**src/rtl/pred_elem_seq_pkg.sv**
```systemverilog
package pred_elem_seq_pkg;
  typedef enum logic [1:0] {
    MSEL_NONE = 2'd0,
    MSEL_A    = 2'd1,
    MSEL_B    = 2'd2,
    MSEL_C    = 2'd3
  } msel_e;

  typedef struct packed {
    msel_e src_sel;
    logic  src_sense;
    msel_e dst_sel;
    logic  dst_sense;
    logic  bad;
  } pred_cfg_t;
endpackage

```
**src/rtl/pred_elem_seq_decode.sv**
```systemverilog
module pred_elem_seq_decode
  import pred_elem_seq_pkg::*;
(
  input  logic      twin,
  input  logic [2:0] code,
  output pred_cfg_t cfg
);
  always_comb begin
    cfg = '0;
    if (!twin) begin
      if (code == 3'b001) begin
        cfg.bad = 1'b1;
      end else if (code != 3'b000) begin
        cfg.src_sel   = msel_e'(code[2:1]);
        cfg.src_sense = code[0];
        cfg.dst_sel   = msel_e'(code[2:1]);
        cfg.dst_sense = code[0];
      end
    end else begin
      cfg.src_sel   = code[0] ? MSEL_A : MSEL_NONE;
      cfg.dst_sel   = code[1] ? MSEL_B : MSEL_NONE;
      cfg.src_sense = ~code[2];
      cfg.dst_sense = ~code[2];
    end
  end
endmodule

```
**src/rtl/pred_elem_seq_mask.sv**
```systemverilog
module pred_elem_seq_mask
  import pred_elem_seq_pkg::*;
#(
  parameter int MAXVL = 64,
  parameter int IDX_W = $clog2(MAXVL + 1)
) (
  input  msel_e              sel,
  input  logic               sense,
  input  logic [MAXVL-1:0]   mask_a,
  input  logic [MAXVL-1:0]   mask_b,
  input  logic [MAXVL-1:0]   mask_c,
  input  logic [IDX_W-1:0]   idx,
  output logic               active
);
  localparam int SEL_W = (MAXVL > 1) ? $clog2(MAXVL) : 1;

  logic [MAXVL-1:0] word;
  logic             in_range;

  always_comb begin
    case (sel)
      MSEL_A:  word = mask_a;
      MSEL_B:  word = mask_b;
      MSEL_C:  word = mask_c;
      default: word = '0;
    endcase
    in_range = (idx < IDX_W'(MAXVL));
    if (sel == MSEL_NONE) active = 1'b1;
    else if (!in_range)   active = 1'b0;
    else                  active = (word[idx[SEL_W-1:0]] == sense);
  end
endmodule

```
**src/rtl/pred_elem_seq_regnum.sv**
```systemverilog
module pred_elem_seq_regnum #(
  parameter int REG_W = 7,
  parameter int IDX_W = 7
) (
  input  logic             is_vec,
  input  logic [REG_W-1:0] base,
  input  logic [IDX_W-1:0] idx,
  output logic [REG_W-1:0] reg_num
);
  logic [REG_W-1:0] offset;

  always_comb begin
    offset  = REG_W'(idx);
    reg_num = is_vec ? (base + offset) : base;
  end
endmodule

```
**src/rtl/pred_elem_seq.sv**
```systemverilog
module pred_elem_seq
  import pred_elem_seq_pkg::*;
#(
  parameter int MAXVL = 64,
  parameter int REG_W = 7,
  parameter int IDX_W = $clog2(MAXVL + 1)
) (
  input  logic             clk,
  input  logic             rst_n,
  input  logic             start,
  input  logic             twin_mode,
  input  logic [2:0]       pred_code,
  input  logic [IDX_W-1:0] vl,
  input  logic [IDX_W-1:0] vstart_in,
  input  logic             src_flag,
  input  logic             src_flag_present,
  input  logic             dst_flag,
  input  logic             dst_flag_present,
  input  logic [REG_W-1:0] src_base,
  input  logic [REG_W-1:0] dst_base,
  input  logic [MAXVL-1:0] mask_a,
  input  logic [MAXVL-1:0] mask_b,
  input  logic [MAXVL-1:0] mask_c,
  input  logic             trap,
  output logic             issue_valid,
  output logic             elem_en,
  output logic [IDX_W-1:0] elem_idx,
  output logic [REG_W-1:0] src_reg,
  output logic [REG_W-1:0] dst_reg,
  output logic [IDX_W-1:0] vstart_out,
  output logic             done,
  output logic             illegal
);
  localparam logic [IDX_W-1:0] ONE = IDX_W'(1);

  pred_cfg_t        cfg_in, cfg_q, cfg_n;
  logic             busy_q, busy_n, done_q, done_n, ill_q, ill_n;
  logic             twin_q, twin_n, svec_q, svec_n, dvec_q, dvec_n;
  logic [REG_W-1:0] sbase_q, sbase_n, dbase_q, dbase_n;
  logic [IDX_W-1:0] vl_q, vl_n, sidx_q, sidx_n, didx_q, didx_n, vst_q, vst_n;
  logic             s_act, d_act, s_adv, d_adv, trap_take, finish, accept;
  logic             flag_or, svec_eff, dvec_eff;
  logic [IDX_W-1:0] s_step, d_step;

  pred_elem_seq_decode u_dec (.twin(twin_mode), .code(pred_code), .cfg(cfg_in));

  // one mask lookup per side
  pred_elem_seq_mask #(.MAXVL(MAXVL), .IDX_W(IDX_W)) u_smask (
    .sel(cfg_q.src_sel), .sense(cfg_q.src_sense), .mask_a(mask_a),
    .mask_b(mask_b), .mask_c(mask_c), .idx(sidx_q), .active(s_act));
  pred_elem_seq_mask #(.MAXVL(MAXVL), .IDX_W(IDX_W)) u_dmask (
    .sel(cfg_q.dst_sel), .sense(cfg_q.dst_sense), .mask_a(mask_a),
    .mask_b(mask_b), .mask_c(mask_c), .idx(didx_q), .active(d_act));

  pred_elem_seq_regnum #(.REG_W(REG_W), .IDX_W(IDX_W)) u_sreg (
    .is_vec(svec_q), .base(sbase_q), .idx(sidx_q), .reg_num(src_reg));
  pred_elem_seq_regnum #(.REG_W(REG_W), .IDX_W(IDX_W)) u_dreg (
    .is_vec(dvec_q), .base(dbase_q), .idx(didx_q), .reg_num(dst_reg));

  always_comb begin
    flag_or  = (src_flag_present & src_flag) | (dst_flag_present & dst_flag);
    svec_eff = src_flag_present ? src_flag : flag_or;
    dvec_eff = dst_flag_present ? dst_flag : flag_or;

    if (twin_q) begin
      issue_valid = busy_q & s_act & d_act;
      elem_en     = issue_valid;
      s_adv       = ~s_act | d_act;
      d_adv       = ~d_act | s_act;
    end else begin
      issue_valid = busy_q;
      elem_en     = busy_q & s_act;
      s_adv       = 1'b1;
      d_adv       = 1'b1;
    end
    s_step    = s_adv ? sidx_q + ONE : sidx_q;
    d_step    = d_adv ? didx_q + ONE : didx_q;
    trap_take = issue_valid & elem_en & trap;
    finish    = busy_q & ((s_step >= vl_q) | (d_step >= vl_q));
    accept    = start & ~busy_q;
  end

  always_comb begin
    busy_n  = busy_q;
    done_n  = 1'b0;
    ill_n   = ill_q;
    cfg_n   = cfg_q;
    twin_n  = twin_q;
    svec_n  = svec_q;
    dvec_n  = dvec_q;
    sbase_n = sbase_q;
    dbase_n = dbase_q;
    vl_n    = vl_q;
    sidx_n  = sidx_q;
    didx_n  = didx_q;
    vst_n   = vst_q;
    if (accept) begin
      cfg_n   = cfg_in;
      twin_n  = twin_mode;
      svec_n  = svec_eff;
      dvec_n  = dvec_eff;
      sbase_n = src_base;
      dbase_n = dst_base;
      vl_n    = vl;
      sidx_n  = vstart_in;
      didx_n  = vstart_in;
      ill_n   = cfg_in.bad;
      if (cfg_in.bad) begin
        done_n = 1'b1;
        vst_n  = vstart_in;
      end else if (vstart_in >= vl) begin
        done_n = 1'b1;
        vst_n  = '0;
      end else begin
        busy_n = 1'b1;
        vst_n  = vstart_in;
      end
    end else if (busy_q) begin
      if (trap_take) begin
        busy_n = 1'b0;
        done_n = 1'b1;
        vst_n  = sidx_q;
      end else if (finish) begin
        busy_n = 1'b0;
        done_n = 1'b1;
        vst_n  = '0;
      end else begin
        sidx_n = s_step;
        didx_n = d_step;
      end
    end
  end

  always_ff @(posedge clk or negedge rst_n) begin
    if (!rst_n) begin
      busy_q  <= 1'b0;
      done_q  <= 1'b0;
      ill_q   <= 1'b0;
      cfg_q   <= '0;
      twin_q  <= 1'b0;
      svec_q  <= 1'b0;
      dvec_q  <= 1'b0;
      sbase_q <= '0;
      dbase_q <= '0;
      vl_q    <= '0;
      sidx_q  <= '0;
      didx_q  <= '0;
      vst_q   <= '0;
    end else begin
      busy_q  <= busy_n;
      done_q  <= done_n;
      ill_q   <= ill_n;
      cfg_q   <= cfg_n;
      twin_q  <= twin_n;
      svec_q  <= svec_n;
      dvec_q  <= dvec_n;
      sbase_q <= sbase_n;
      dbase_q <= dbase_n;
      vl_q    <= vl_n;
      sidx_q  <= sidx_n;
      didx_q  <= didx_n;
      vst_q   <= vst_n;
    end
  end

  assign elem_idx   = sidx_q;
  assign vstart_out = vst_q;
  assign done       = done_q;
  assign illegal    = ill_q;


  scalar_src_hold_chk: assert property (@(posedge clk) disable iff (!rst_n)
    (busy_q && $past(busy_q) && !svec_q) |-> $stable(src_reg));


  vec_src_step_chk: assert property (@(posedge clk) disable iff (!rst_n)
    (busy_q && $past(busy_q) && !twin_q && svec_q) |->
      (src_reg == $past(src_reg) + REG_W'(1)));


  twin_pair_en_chk: assert property (@(posedge clk) disable iff (!rst_n)
    (busy_q && twin_q) |-> (issue_valid == elem_en));


  illegal_quiet_chk: assert property (@(posedge clk) disable iff (!rst_n)
    illegal |-> !issue_valid);


  empty_range_chk: assert property (@(posedge clk) disable iff (!rst_n)
    (accept && !cfg_in.bad && (vstart_in >= vl)) |=> (done && !issue_valid));


  finish_zero_chk: assert property (@(posedge clk) disable iff (!rst_n)
    (busy_q && finish && !trap_take) |=> (done && vstart_out == '0));
endmodule

```
**config.mk**
```make
export PLATFORM = sky130hd
export DESIGN_NAME = pred_elem_seq
export DESIGN_NICKNAME = d
export VERILOG_FILES = /design/src/rtl/pred_elem_seq_pkg.sv /design/src/rtl/pred_elem_seq_decode.sv /design/src/rtl/pred_elem_seq_mask.sv /design/src/rtl/pred_elem_seq_regnum.sv /design/src/rtl/pred_elem_seq.sv
export SDC_FILE = /design/constraint.sdc
export NUM_CORES = 1
export LEC_CHECK = 0
export ABC_CLOCK_PERIOD_IN_PS = 5780
export BUFFER_PORTS_ARGS = -buffer_cell sky130_fd_sc_hd__buf_2
export CORE_MARGIN = 2
export CORE_UTILIZATION = 41
export DETAILED_ROUTE_END_ITERATION = 8
export GPL_TIMING_DRIVEN = 0
export PLACE_DENSITY = 0.7
export SLEW_MARGIN = 20
export SYNTH_ARGS = -nofsm -noshare
export SYNTH_HDL_FRONTEND = slang
export SYNTH_HIERARCHICAL = 1
export SYNTH_SLANG_ARGS = --single-unit
```
**constraint.sdc**
```tcl
create_clock -name clk -period 5.78 [get_ports clk]
set_input_delay 1.156 -clock clk [delete_from_list [all_inputs] [get_ports clk]]
set_output_delay 1.156 -clock clk [all_outputs]
set_load 0.02 [all_outputs]
```
# After elaboration in Yosys (flattened, before gate mapping)

Cells that the tools add are included.

Flip-flop bits (word level): 54
Bits in latches: 0
RAM bits: 0
ROM bits: 0
Input port bits: 232
Output and inout bits: 32
Word-level logic and storage cells: 117
Memories kept: 0

$add $sub $neg: 4
Multipliers: 0
Div/mod/pow operators: 0
$lt $le $gt $ge: 7
Equal/unequal tests: 13
Shifts and indexed selects: 0
Mux-type cells: 53
Bitwise logic cells: 16
Reduce and logical (&&, ||, !) cells: 8

Operators by type and width:

| operator            | number |
|---|---|
| $pmux 64 s3         | 2 |
| $mux 7              | 18 |
| $mux 1              | 27 |
| $ge 7x7->1          | 3 |
| $mux 6              | 3 |
| $add 7x1->7 const B | 2 |
| $add 7x7->7         | 2 |
| $lt 6x7->1 const B  | 2 |
| $lt 7x7->1 const B  | 2 |
| $bmux 1 s6          | 2 |
| $and 1x1->1         | 8 |
| $eq 2x2->1 const B  | 4 |
| $reduce_bool 3->1   | 2 |
| $eq 2x1->1 const B  | 2 |
| $logic_not 2->1     | 2 |
| $ne 2x1->1 const B  | 2 |
| $ne 2x2->1 const B  | 2 |
| $not 1->1           | 4 |
| $or 1x1->1          | 4 |
| $reduce_and 2->1    | 2 |
| $eq 3x1->1 const B  | 1 |
| $reduce_and 3->1    | 1 |
| $eq 1x1->1          | 2 |
| $mux 2              | 1 |
| $reduce_bool 2->1   | 1 |

# Logic depth before layout (Yosys ltp)

Gate-level depths: netlist of run 1.

Depth after elaboration: 18
Gate-level depth with buffers: 22
Depth with buffers taken out: 17

# Hierarchy

Netlist of run 1, hierarchy kept.

By module, submodules not included:

| module               | instances | cells an instance | area each (um^2) | seq. area each (um^2) |
|---|---|---|---|---|
| pred_elem_seq_mask   | 2         | 224               | 1936.9           | 0.0 |
| pred_elem_seq        | 1         | 360               | 3226.8           | 1351.3 |
| pred_elem_seq_regnum | 2         | 40                | 350.3            | 0.0 |
| pred_elem_seq_decode | 1         | 8                 | 70.1             | 0.0 |

# Least setup slack after synthesis of run 1

Ideal clock, no wire load.

Path kind: input-to-reg
From: in mask_c[21]
To: reg sidx_q[6] (netlist: elem_idx[6])
Library setup time: 0.082 ns
Arrival: 4.964 ns
Required time: 5.698 ns
Setup slack: 0.734 ns
Cell stages on the path: 17
Path buffers: 0
Path through: mux2_1 > a221oi_1 > nor3_1 > nor4b_1 > o21ai_0 > a2111o_1 > o2111ai_1 > nand3b_4 > and4_1 > and3_1 > xor2_1 > ha_1 > a21o_1 > a32oi_2 > o211ai_4 > or4_1 > a31oi_1

Longest elaborated chain between the ends: 15
Elaborated cells on any way between the ends: 37
Classes of those cells: order compare: 2; eq/ne: 4; mux: 20; bitwise: 10; reduce/logical: 1

Ends and longest elaborated chain:

| element                        | line                     | source |
|---|---|---|
| start: declaration             | pred_elem_seq.sv:23      | `input logic [MAXVL-1:0] mask_c,` |
| $pmux 64 s3 *                  | pred_elem_seq_mask.sv:21 | `case (sel)` |
| $bmux 1 s6 *                   | pred_elem_seq_mask.sv:30 | `else active = (word[idx[SEL_W-1:0]] == sense);` |
| $mux 1 (implied by the code) * | pred_elem_seq_mask.sv:30 |  |
| $eq 1x1->1 *                   | pred_elem_seq_mask.sv:30 |  |
| $mux 1 *                       | pred_elem_seq_mask.sv:29 | `else if (!in_range) active = 1'b0;` |
| $mux 1 *                       | pred_elem_seq_mask.sv:28 | `if (sel == MSEL_NONE) active = 1'b1;` |
| net s_act                      | pred_elem_seq.sv:41      | `logic s_act, d_act, s_adv, d_adv, trap_take, finish, accept;` |
| $not 1->1                      | pred_elem_seq.sv:68      | `s_adv = ~s_act \| d_act;` |
| $or 1x1->1                     | pred_elem_seq.sv:68      |  |
| $mux 1                         | pred_elem_seq.sv:65      | `if (twin_q) begin` |
| $mux 7                         | pred_elem_seq.sv:76      | `s_step = s_adv ? sidx_q + ONE : sidx_q;` |
| $ge 7x7->1                     | pred_elem_seq.sv:79      | `finish = busy_q & ((s_step >= vl_q) \| (d_step >= vl_q));` |
| $or 1x1->1                     | pred_elem_seq.sv:79      |  |
| $and 1x1->1                    | pred_elem_seq.sv:79      |  |
| $ne 2x1->1 (no line)           | n/a                      |  |
| $reduce_and 3->1 (no line)     | n/a                      |  |
| end signal: assignment         | pred_elem_seq.sv:160     | `sidx_q <= sidx_n;` |
| end: declaration               | pred_elem_seq.sv:40      | `logic [IDX_W-1:0] vl_q, vl_n, sidx_q, sidx_n, didx_q, didx_n, vst_q, vst_n;` |

The timed path passes the listed nets; every way through them passes the cells marked *. The select of a mux whose other input is x is not followed.
A chain may end at the register's enable or synchronous reset.

# Worst setup path in the final report of run 1

From: reg cfg_q[5] in the netlist's numbering
To: reg sidx_q[2] (netlist: elem_idx[2])

Longest elaborated chain between the ends: 16
Elaborated cells on any way between the ends: 34
Classes of those cells: order compare: 2; eq/ne: 6; mux: 15; bitwise: 9; reduce/logical: 2

Ends and longest elaborated chain:

| element                                  | line                     | source |
|---|---|---|
| start: declaration                       | pred_elem_seq.sv:36      | `pred_cfg_t cfg_in, cfg_q, cfg_n;` |
| start signal: assignment                 | pred_elem_seq.sv:153     | `cfg_q <= cfg_n;` |
| $eq 2x2->1 or $eq 2x1->1 (tied branches) | pred_elem_seq_mask.sv:21 |  |
| $pmux 64 s3                              | pred_elem_seq_mask.sv:21 |  |
| $bmux 1 s6                               | pred_elem_seq_mask.sv:30 |  |
| $mux 1 (implied by the code)             | pred_elem_seq_mask.sv:30 |  |
| $eq 1x1->1                               | pred_elem_seq_mask.sv:30 |  |
| $mux 1                                   | pred_elem_seq_mask.sv:29 |  |
| $mux 1 *                                 | pred_elem_seq_mask.sv:28 |  |
| net s_act                                | pred_elem_seq.sv:41      |  |
| $not 1->1                                | pred_elem_seq.sv:68      |  |
| $or 1x1->1                               | pred_elem_seq.sv:68      |  |
| $mux 1                                   | pred_elem_seq.sv:65      |  |
| $mux 7                                   | pred_elem_seq.sv:76      |  |
| $ge 7x7->1                               | pred_elem_seq.sv:79      |  |
| $or 1x1->1                               | pred_elem_seq.sv:79      |  |
| $and 1x1->1                              | pred_elem_seq.sv:79      |  |
| $ne 2x1->1 (no line)                     | n/a                      |  |
| $reduce_and 3->1 (no line)               | n/a                      |  |

Marks and branches as above.

==> flow_metrics.tcl, run 1 <==
set metrics [dict create \
    holdCritPathClass "flip-flop to flip-flop" \
    hold_buffers 0 \
    drv_cap 0 \
    cts_buffer_depth 2 \
    synth_cell_type_count 82 \
    worst-path-max-fanout 10 \
    syn_inst 896 \
    portBuffers 263 \
    yosys_warnings 6 \
    fmax_ghz 0.180 \
    start_kind "flip-flop" \
    slew_violations 0 \
    drt_pre_antenna_iters 6 \
    required_ps 6000 \
    htreeDepth 2 \
    yosys_most_used_dff "dfrtp_1" \
    drt_drc_violations_left 0 \
    rows 50 \
    fp.dieArea_um2 20300 \
    synth_top_area_cell "dfrtp_1" \
    synth.area.top_cells "dfrtp_1 17%, mux2_2 14%, a221oi_1 10%" \
    die-height_um 143 \
    ant_nets 0 \
    vias 9095 \
    synth-seq-cells 54 \
    pwr-share-comb 0.784 \
    seqPwrFrac 0.152 \
    synth-edff-count 0 \
    yosysTopAreaCellShare 0.172 \
    root_buffer "clkbuf_16" \
    setup_viol_count_final 0 \
    place_hpwl_mm 25.3 \
    synth_area_um2 7870 \
    layout.nets 1436 \
    internal_power_mw 2.47 \
    p_leak_nw 4.30 \
    drt_iter0_drc 792 \
    grt_max_degree 55 \
    grt-ovfl-total 0 \
    fin_area_um2 9730 \
    worstPathArrival_ps 5770 \
    hold_ws_ps 496 \
    cp-end-kind "flip-flop" \
    grt_usage 0.297 \
    final_hold_viol_count 0 \
    status "completed" \
    grt_pass1_wl_mm 47.0 \
    yosys.cell_count.top_type "nand2_1" \
    core_um2 18800 \
    cts_made_buffers 5 \
    routedWlPerCell_um 23.0 \
    gp_congestion 0.977 \
    timing.final.crit_share 0.960 \
    path_class "flip-flop to flip-flop" \
    clock_sinks 54 \
    setup_tns_ps 0 \
    clock_latency_ps 300 \
    syn_area_per_cell_um2 8.78 \
    fin_skew_ps 8.71 \
    vias_per_cell 6.46 \
    clkPwrFrac 0.065 \
    num-fill-cells 1833 \
    synth_seq_area_share 0.172 \
    p_switching_mw 2.92 \
    ios 264 \
    syn_nets 1165 \
    synth_commonest_cells "112 x nand2_1, 95 x mux2_2, 90 x a221oi_1" \
    areaGrowthSynthToFinish_pct 23.7 \
    tightestPinTransition_ps 698 \
    die_x_um 143 \
    antenna_found_initial 8 \
    drt_wl_total_mm 32.3 \
    p_per_area_nw_per_um2 554 \
    clk_pin_slew_ps 80 \
    drive_above_1_share 0.400 \
    dpl_cell_area_um2 9480 \
    post-route-min-period_ps 5550 \
    ir_drop_uv 394 \
    async_flop_share 1.00 \
    cts_tree "done" \
    first_global_vias 8510 \
    slew_headroom 0.535 \
    initial_utilization 0.419 \
    sw_frac_of_total 0.542 \
]
-- layer usage --
layer | up-vias | global-route usage | routed length (µm)
met5 | - | 0 | 32
met2 | 587 | 0.488 | 15200
met3 | 78 | 0.0596 | 3180
met1 | 4321 | 0.387 | 13000
li1 | 4103 | - | -
met4 | 6 | 0.105 | 969
-- cell type report --
type | count | area (µm²) | share of cell area
Clock inverter | 3 | 40.0 | 0.00411
Timing Repair Buffer | 265 | 1330 | 0.137
Clock buffer | 5 | 125 | 0.0129
Antenna cell | 6 | 15.0 | 0.00154
Sequential cell | 54 | 1350 | 0.139
Buffer | 76 | 470 | 0.0483
Inverter | 37 | 146 | 0.0150
Multi-Input combinational cell | 728 | 5960 | 0.612
Tap cell | 234 | 293 | 0.0301
-- path summary, 6_finish.rpt --
path | from | to | slack [ps] | cells after the start
worst max register to register | cfg_q[5] | elem_idx[2] | 230 | 19
worst min register to register | illegal | illegal | 500 | 2
min in group asynchronous | rst_n | vstart_out[2] | 900 | 1
worst max-delay path | cfg_q[5] | elem_idx[2] | 230 | 19
worst min-delay path | illegal | illegal | 500 | 2
max in group asynchronous | rst_n | elem_idx[1] | 4380 | 1
-- worst max-delay path: stages, from the launching register on --
cell       delay (ps)
dfrtp_1           460
buf_4             240
buf_4             220
mux2_1            350
a221oi_1          360
nor3_1             90
nor4_1            490
a2111oi_2         150
a2111o_1          340
o2111ai_2         220
nand3b_4          230
and4_1            310
and3_1            230
xor2_1            150
ha_1              310
a21o_1            190
a32oi_2           220
o211ai_4          210
or4_1             500
a31oi_1           180
-- placed cells by master, fill, tap and decap left out, types with 6 or more instances in the layout --
master,netlist,layout
a211oi_1,10,10
a21o_1,9,9
a21oi_1,13,12
a221o_1,6,6
a221oi_1,90,90
a22oi_1,16,16
a31oi_1,9,9
buf_2,18,279
buf_4,5,8
buf_6,18,18
clkbuf_1,31,25
clkbuf_2,0,8
dfrtp_1,54,52
diode_2,0,6
ha_1,35,35
inv_1,31,31
mux2_1,20,20
mux2_2,95,95
mux2i_1,21,21
mux4_2,8,8
nand2_1,112,112
nand3_1,12,12
nand3b_1,12,12
nand4_1,7,7
nor2_1,25,25
nor3_1,36,35
o211ai_1,9,9
o21ai_0,18,18
o221ai_1,7,7
o2bb2ai_1,18,18
o31ai_1,7,7
or3_1,11,11
xnor2_1,13,13
-- state kept, by name, summed over array words and instances, names as in the netlist --
signal,count
svec_q,1
elem_idx,7
sbase_q,7
dvec_q,1
didx_q,7
vl_q,7
vstart_out,7
illegal,1
busy_q,1
cfg_q,6
twin_q,1
dbase_q,7
done,1
-- timing repair --
item,CTS,global route
setup buffers,0,2
endpoints found under the setup margin,14,23
pin swaps,0,1
gates resized for setup,2,23
-- metrics by stage --
| stage | cells | utilization | power, mW | worst slack [ps] |
|---|---|---|---|---|
| global route | 1404 | 0.518 | 5.70 | -0.655 |
| detailed placement | 1393 | 0.505 | 4.86 | -392 |
| floorplan | 896 | - | 3.67 | 734 |
| finish | 1408 | 0.519 | 5.39 | 234 |
| CTS | 1401 | 0.515 | 5.25 | -32.4 |
| global placement | 1393 | 0.505 | 4.82 | -356 |
-- cells by family after synthesis --
kind of cell / after synthesis / synth area share
mux: 144 / 0.214
simple gates: 267 / 0.179
buf+inv: 114 / 0.0768
flops: 54 / 0.172
fa+ha+maj: 37 / 0.0607
compound gates: 262 / 0.277
xor+xnor: 18 / 0.0200
-- power groups by stage --
stage          sequential, mW  combinational [mW]  clock, mW
5_1_grt                 0.843                4.49      0.364
6_report                0.819                4.22      0.349
2_1_floorplan           0.771                2.90          0
3_5_place_dp            0.817                4.05          0
4_1_cts                 0.811                4.09      0.352
3_3_place_gp            0.812                4.01          0
Power figures use the tool's default switching activity.
==> run 2: changes to the inputs <==
- ABC_AREA: unset -> 1
==> run 2 against run 1 <==
  * Setup slack gained 480 ps
  * Via count up 26%
  * Wire length increased by 20%
  * Synthesized cell count is 70% higher
  * Clock-buffer cell count unchanged
  * Power is 0.55% lower
  * Critical path depth increased by 8
  * Critical endpoint is now elem_idx[4]
  * Largest cell class unchanged
  * Highest routed layer unchanged
==> flow_metrics.tcl, run 2 <==
set metrics [dict create \
    rows 51 \
    yosys.cell_count.top_type "nand2_1" \
    p_leak_nw 5.64 \
    grt-ovfl-total 0 \
    post_cts_resized 0 \
    root_buffer "clkbuf_16" \
    path_class "flip-flop to flip-flop" \
    holdPathStages 2 \
    drt_wl_total_mm 38.9 \
    yosysTopAreaCellShare 0.289 \
    hold_ws_ps 486 \
    clock_sinks 54 \
    cts_made_buffers 5 \
    cp_slowest_cell "dfrtp_1" \
    critical_path.top_delay_family "simple AND/OR/NAND/NOR gates" \
    drt_pre_antenna_iters 9 \
    die-height_um 146 \
    setup_viol_count_final 0 \
    holdCritPathClass "flip-flop to flip-flop" \
    layout_commonest_cell "nand2_1" \
    antenna_found_initial 4 \
    final_hold_viol_count 0 \
    grt_usage 0.353 \
    syn_nets 1789 \
    cts_buffer_depth 2 \
    routedWlPerCell_um 18.9 \
    syn_inst 1520 \
    place_hpwl_mm 30.1 \
    portBuffers 263 \
    grt_pass1_wl_mm 59.2 \
    timing.final.crit_share 0.876 \
    ir_drop_uv 243 \
    cpMostUsedCell "nand3_1" \
    hold_buffers 0 \
    cts_setup_buffers 0 \
    gp_congestion 1.02 \
    drive_above_1_share 0.201 \
    vias_per_cell 5.58 \
    synth-edff-count 0 \
    syn_area_per_cell_um2 5.40 \
    worstHoldStart "illegal" \
    synth_commonest_cells "633 x nand2_1, 325 x nand3_1, 163 x inv_1" \
    clk_pin_slew_ps 70 \
    worstPathArrival_ps 5240 \
    first_global_vias 10700 \
    cp-end-kind "flip-flop" \
    tightestPinTransition_ps 744 \
    rrSetupSlack_ps 710 \
    drv_cap 0 \
    async_flop_share 1.00 \
    synth_area_um2 8220 \
    crit_path_start "elem_idx[1]" \
    initial_utilization 0.419 \
    drt_iter0_drc 1314 \
    core_um2 19600 \
    worst-path-max-fanout 10 \
    rsz0062_at_grt "no" \
    required_ps 5960 \
    layout.nets 2059 \
    status "completed" \
    cp_num_buf_inv 5 \
    layout_common_cells "633 x nand2_1, 325 x nand3_1, 300 x buf_2, 163 x inv_1, 82 x nand4_1" \
    synth_seq_area_share 0.164 \
    synth_top_area_cell "nand2_1" \
    synth_cell_type_count 36 \
    areaGrowthSynthToFinish_pct 21.9 \
    start_kind "flip-flop" \
    vias 11500 \
    reg2regPathDepth 27 \
    grt_max_degree 55 \
    cts_tree "done" \
    fin_skew_ps 6.96 \
    fp.dieArea_um2 21200 \
    post-route-min-period_ps 5070 \
    synth-seq-cells 54 \
    setup_tns_ps 0 \
    drt_drc_violations_left 0 \
    synth.area.top_cells "nand2_1 29%, nand3_1 20%, dfrtp_1 16%" \
    ios 264 \
    fmax_ghz 0.197 \
    yosys_most_used_dff "dfrtp_1" \
    critPathMaxStageDelay_ps 580 \
    slew_violations 0 \
    reg2reg_from "elem_idx[1]" \
    worstHoldEndpoint "illegal" \
    slew_headroom 0.504 \
    htreeDepth 2 \
    p_per_area_nw_per_um2 535 \
    clock_latency_ps 300 \
    yosys_warnings 6 \
    ant_nets 0 \
    cp.depth 27 \
    die_x_um 146 \
    r2r-end "elem_idx[4]" \
]
==> run 2: cell types whose count changed after synthesis, sizes merged, moves of 12 or more <==
cell and change:
mux2 -115, a221oi -92, nand2 +528, nand3b -12
a211oi -15, nand4 +75, nor2 +15, nor3 -36
o2bb2ai -18, buf +16, a22oi -16, nand3 +320
inv +141, mux2i -21
==> run 2: tightest hold or removal path, cell delays in order (launching register included) <==
cell and delay [ps]:
dfrtp_1 350, nand2_1 50, nand2_1 50
==> run 2: area by class of cell <==
cell class                      count  area (µm²)
Inverter                          178         668
Sequential cell                    54        1350
Buffer                             90         479
Tap cell                          265         332
Fill cell                        2134        9580
Antenna cell                        4        10.0
Multi-Input combinational cell   1198        5720
Clock inverter                      2        13.8
Clock buffer                        5         125
Timing Repair Buffer              263        1320
==> run 2: power breakdown <==
group,switching (mW),total [mW],internal (mW)
Combinational,2.88,4.26,1.38
Sequential,0.261,0.801,0.541
Clock,0.143,0.302,0.159
Total,3.29,5.36,2.08
==> run 2: metal layers <==
layer | global-route usage | vias up | wire, µm
li1 | - | 5457 | -
met1 | 0.434 | 5096 | 14800
met2 | 0.575 | 774 | 17400
met3 | 0.0715 | 163 | 4310
met4 | 0.205 | 2 | 2330
met5 | 0 | - | 13
==> run 2: worst max-delay path by stage <==
stage	slack (ps)	end
2_1_floorplan	1780	elem_idx[3]
3_3_place_gp	890	elem_idx[4]
3_5_place_dp	830	elem_idx[6]
4_1_cts	810	elem_idx[2]
5_1_grt	370	didx_q[5]
6_report	710	elem_idx[4]
==> run 2: logic make-up after synthesis <==
| group | Yosys count | share of synthesized area |
|---|---|---|
| AND/OR/NAND/NOR | 1099 | 0.592 |
| buffers and inverters | 268 | 0.140 |
| AO/OA/AOI/OAI | 56 | 0.0375 |
| flip-flops | 54 | 0.164 |
| adder cells (fa/ha/maj) | 37 | 0.0582 |
| XOR/XNOR | 6 | 0.00822 |
==> run 2: through the flow <==
stage,power (mW),setup WS (ps),area (µm²),util,std cells
2_1_floorplan,3.59,1780,8220,-,1520
3_3_place_gp,4.87,886,9860,0.503,2048
3_5_place_dp,4.92,831,9870,0.504,2048
4_1_cts,5.24,806,10000,0.511,2055
5_1_grt,5.80,368,10000,0.511,2056
6_report,5.36,715,10000,0.511,2059
